## src/rtl/spec_access_tracker.sv

```systemverilog
module spec_access_tracker #(
  parameter int NBLK = 64
) (
  input  logic                    clk,
  input  logic                    rst_n,
  input  logic                    spec_active,
  input  logic                    cand_acq,
  input  logic                    acc_valid,
  input  logic [$clog2(NBLK)-1:0] acc_idx,
  input  logic                    acc_uncached,
  input  logic                    evict_valid,
  input  logic [$clog2(NBLK)-1:0] evict_idx,
  input  logic                    snp_valid,
  input  logic [$clog2(NBLK)-1:0] snp_idx,
  input  logic                    snp_inv,
  input  logic                    snp_excl,
  input  logic                    commit,
  input  logic                    abort,
  output logic                    misspec
);
  logic [NBLK-1:0] abit;
  logic armed, flagged;
  logic clr, track, mark, snp_hit, evict_hit, unc_hit, raise;

  assign clr       = commit | abort;
  assign track     = spec_active | armed;
  assign mark      = acc_valid & ~acc_uncached & track;
  assign snp_hit   = snp_valid & abit[snp_idx] & (snp_inv | snp_excl);
  assign evict_hit = evict_valid & abit[evict_idx];
  assign unc_hit   = acc_valid & acc_uncached;
  assign raise     = spec_active & ~flagged & ~clr & (snp_hit | evict_hit | unc_hit);

  always_ff @(posedge clk) begin
    if (!rst_n)     abit <= '0;
    else if (clr)   abit <= '0;
    else if (mark)  abit[acc_idx] <= 1'b1;
  end

  always_ff @(posedge clk) begin
    if (!rst_n) begin
      armed   <= 1'b0;
      flagged <= 1'b0;
      misspec <= 1'b0;
    end else begin
      armed   <= clr ? 1'b0 : (armed | cand_acq);
      flagged <= clr ? 1'b0 : (flagged | raise);
      misspec <= raise;
    end
  end
endmodule


```

## config.mk

```make
export PLATFORM = sky130hd
export DESIGN_NAME = spec_access_tracker
export DESIGN_NICKNAME = d
export VERILOG_FILES = /design/src/rtl/spec_access_tracker.sv
export SDC_FILE = /design/constraint.sdc
export NUM_CORES = 1
export LEC_CHECK = 0
export BUFFER_PORTS_ARGS = -buffer_cell sky130_fd_sc_hd__buf_2
export CAP_MARGIN = 25
export CORE_MARGIN = 1.5
export CORE_UTILIZATION = 58
export DETAILED_ROUTE_END_ITERATION = 10
export PLACE_DENSITY = 0.78
export SLEW_MARGIN = 20
export SYNTH_ARGS = -nofsm -noshare
export SYNTH_HDL_FRONTEND = slang
export SYNTH_SLANG_ARGS = --single-unit
```

## constraint.sdc

```tcl
create_clock -name clk -period 5.28 [get_ports clk]
set_input_delay 0.528 -clock clk [delete_from_list [all_inputs] [get_ports clk]]
set_output_delay 0.528 -clock clk [all_outputs]
set_load 0.01 [all_outputs]
```

==> results_dict.tcl <==
set metrics [dict create \
    internal_power_w 0.000823 \
    setup_violations 0 \
    drv_cap 0 \
    power.switching_w 0.000246 \
    post_cts_buffers 0 \
    hold_violations 0 \
    critPathBufInv 1 \
    syn_avg_cell_area_um2 10.0 \
    start_util_pct 60.3 \
    num_vias 2803 \
    drc 0 \
    synth_edf_count 0 \
    drive_above_1_share_pct 19.6 \
    antenna_left 0 \
    drtIter0Drc 355 \
    routedWlPerCell_um 19.8 \
    period_needed_ns 2.75 \
    clock.fmax_mhz 363 \
    path_cells "buf_2 > mux4_1 > a22oi_1 > a311oi_1 > or4_1 > a2111oi_2 > o21ai_1" \
    core_area_um2 5510 \
    clockBufferDepth 2 \
    hold_path_class "in2reg" \
    cts_resized 0 \
    nets 382 \
    yosys.cell_count.top_type "nor2_1" \
    hpwl_um 5760 \
    antenna_cells 0 \
    ctsHoldBuffers 0 \
    fin_setup_tns_ns 0 \
    synth_seq_area_share_pct 40.4 \
    grt_pass1_vias 2619 \
    async_flop_share_pct 0 \
    gp_congestion 0.920 \
    die-height_um 78.7 \
    ys.flop_type "dfxtp_1" \
    timing.max_slew.rel_slack_pct 32.0 \
    grt_pass1_wl_um 13700 \
    cts_buffers 9 \
    grt_use_total_pct 30.3 \
    cts_tree "yes" \
    die_x_um 78.7 \
    viasPerCell 6.53 \
    cp_slowest_stage_delay_ns 0.63 \
    htreeDepth 3 \
    ys_ff_latch 67 \
    clk_latency_ns 0.35 \
    synth_top_area_share_pct 40.4 \
    syn_area_um2 3320 \
    seqPwrFrac_pct 47.3 \
    holdWs_ns 0.394 \
    antenna_found_initial 0 \
    synth_top_cell_by_area "dfxtp_1" \
    status "complete, no violations" \
    slowest_stage "mux4_1" \
    ir_drop_uv 144 \
    syn_nets 362 \
    syn_to_final_growth_pct 11.5 \
    p_leak_nw 1.34 \
    syn_inst 332 \
    drt_pass1_iterations 5 \
    synthTopCellsByArea "dfxtp_1 (40%), mux4_2 (14%), mux4_1 (10%)" \
    crit_family "compound AO/OA/AOI/OAI gates" \
    numPortBuffers 30 \
    cp-end-kind "flip-flop" \
    synth-warning-count 0 \
    ys_types 36 \
    finClkSkew_ns 0.00625 \
    period_share_pct 52.2 \
    cp_max_fo 16 \
    critPathKind "in2reg" \
    overflow 0 \
    total_power_w 0.00107 \
    worst_setup_path_start_kind "input port" \
    dieArea_um2 6190 \
    grt_max_degree 42 \
    num_rows 27 \
    slew_viol_final 0 \
    p_per_area_nw_per_um2 289 \
    ioPinCount 31 \
    drt-total-wl_um 8490 \
    power_frac_clock_pct 45.9 \
    yosys-top-cells-count "nor2_1 (77), dfxtp_1 (67), a21oi_1 (61), mux4_2 (20), clkbuf_1 (16)" \
    worst_pin_slew_ns 1.02 \
    rsz0062_at_grt "false" \
    path_clk_slew_ns 0.07 \
    ctsRootBufferMaster "clkbuf_8" \
    cts_sinks 67 \
    required_ns 5.51 \
    comb_power_share_pct 6.8 \
    power.share.switching_pct 23.0 \
    arrival_ns 2.98 \
]
metal layers:
layer / up-vias / wire [um] / global-route usage [%]
li1: 1268 / - / -
met1: 1328 / 3490 / 41.8
met2: 189 / 3900 / 45.8
met3: 18 / 931 / 6.16
met4: 0 / 164 / 14.3
met5: - / 0 / 0
path summary, 6_finish.rpt:
| kind | cells after the start | from | slack (ns) | end |
|---|---|---|---|---|
| setup / recovery | 7 | evict_idx[0] | 2.53 | flagged |
| setup reg to reg | 6 | abit[41] | 2.91 | flagged |
| hold / removal | 3 | cand_acq | 0.39 | armed |
| hold reg to reg | 1 | flagged | 0.43 | misspec |
tightest hold or removal path, cell delays in order:
cell and delay (ns):
buf_2 0.07, nor2_1 0.03, nor2_1 0.07
power groups by stage:
stage / Combinational (W) / Sequential, W / Clock [W]
6_report: 0.0000724 / 0.000506 / 0.000491
2_1_floorplan: 0.0000479 / 0.000518 / 0
4_1_cts: 0.0000710 / 0.000506 / 0.000493
3_5_place_dp: 0.0000707 / 0.000518 / 0
3_3_place_gp: 0.0000683 / 0.000518 / 0
5_1_grt: 0.0000773 / 0.000506 / 0.000522
metrics by stage:
stage          instances  setup WS [ns]  utilization [%]  instance area, um^2
6_report             429           2.53             67.2                 3700
5_1_grt              429           2.41             67.2                 3700
4_1_cts              429           2.58             67.2                 3700
3_5_place_dp         413           2.21             63.1                 3470
3_3_place_gp         412           2.26             62.6                 3450
2_1_floorplan        332           2.57                -                 3320
cell usage in the layout, fill, tap and decap left out:
master      instances
bufinv_16           2
inv_1               5
buf_12              1
dfxtp_1            67
o21ai_1             1
clkinvlp_4          1
a31oi_1             2
o21a_1              1
nand3_1             5
a32o_1              1
mux4_1             13
nor2_1             77
buf_2              30
nand2_1            10
or4_1               1
and2_1              1
nor3_1              3
a2111oi_0           1
o211ai_1            2
nand3b_1            3
o21ai_0             1
clkbuf_1            1
a2111oi_2           1
nand2_2             1
a2111oi_1           1
mux2_2              1
nor2b_1             7
a41oi_1             1
mux4_2             20
a311oi_1            4
a21oi_1            61
and3b_1             3
nor3b_1             5
nor3_2              1
a22oi_1             4
clkinv_2            1
mux2i_1             5
and3_1              1
clkbuf_8           11
cells by family after synthesis:
family | share of synthesized area [%]
AOI/OAI and AO/OA | 14.1
DFF | 40.4
buffers and inverters | 3.96
muxes | 25.7
and+or+nand+nor | 15.8
layout make-up:
type / instances / area (um^2)
fillers: 426 / 1800
well taps: 72 / 90.1
flip-flops and latches: 67 / 1340
inverters: 5 / 18.8
multi-input cells: 238 / 1850
clock inverters: 4 / 72.6
repair buffers: 31 / 170
clock buffers: 12 / 155
flip-flops by register name (all words and copies together) (netlist names):
register and cells:
abit 64, armed 1, flagged 1, misspec 1
No activity file was read; power rests on OpenSTA's default activity.
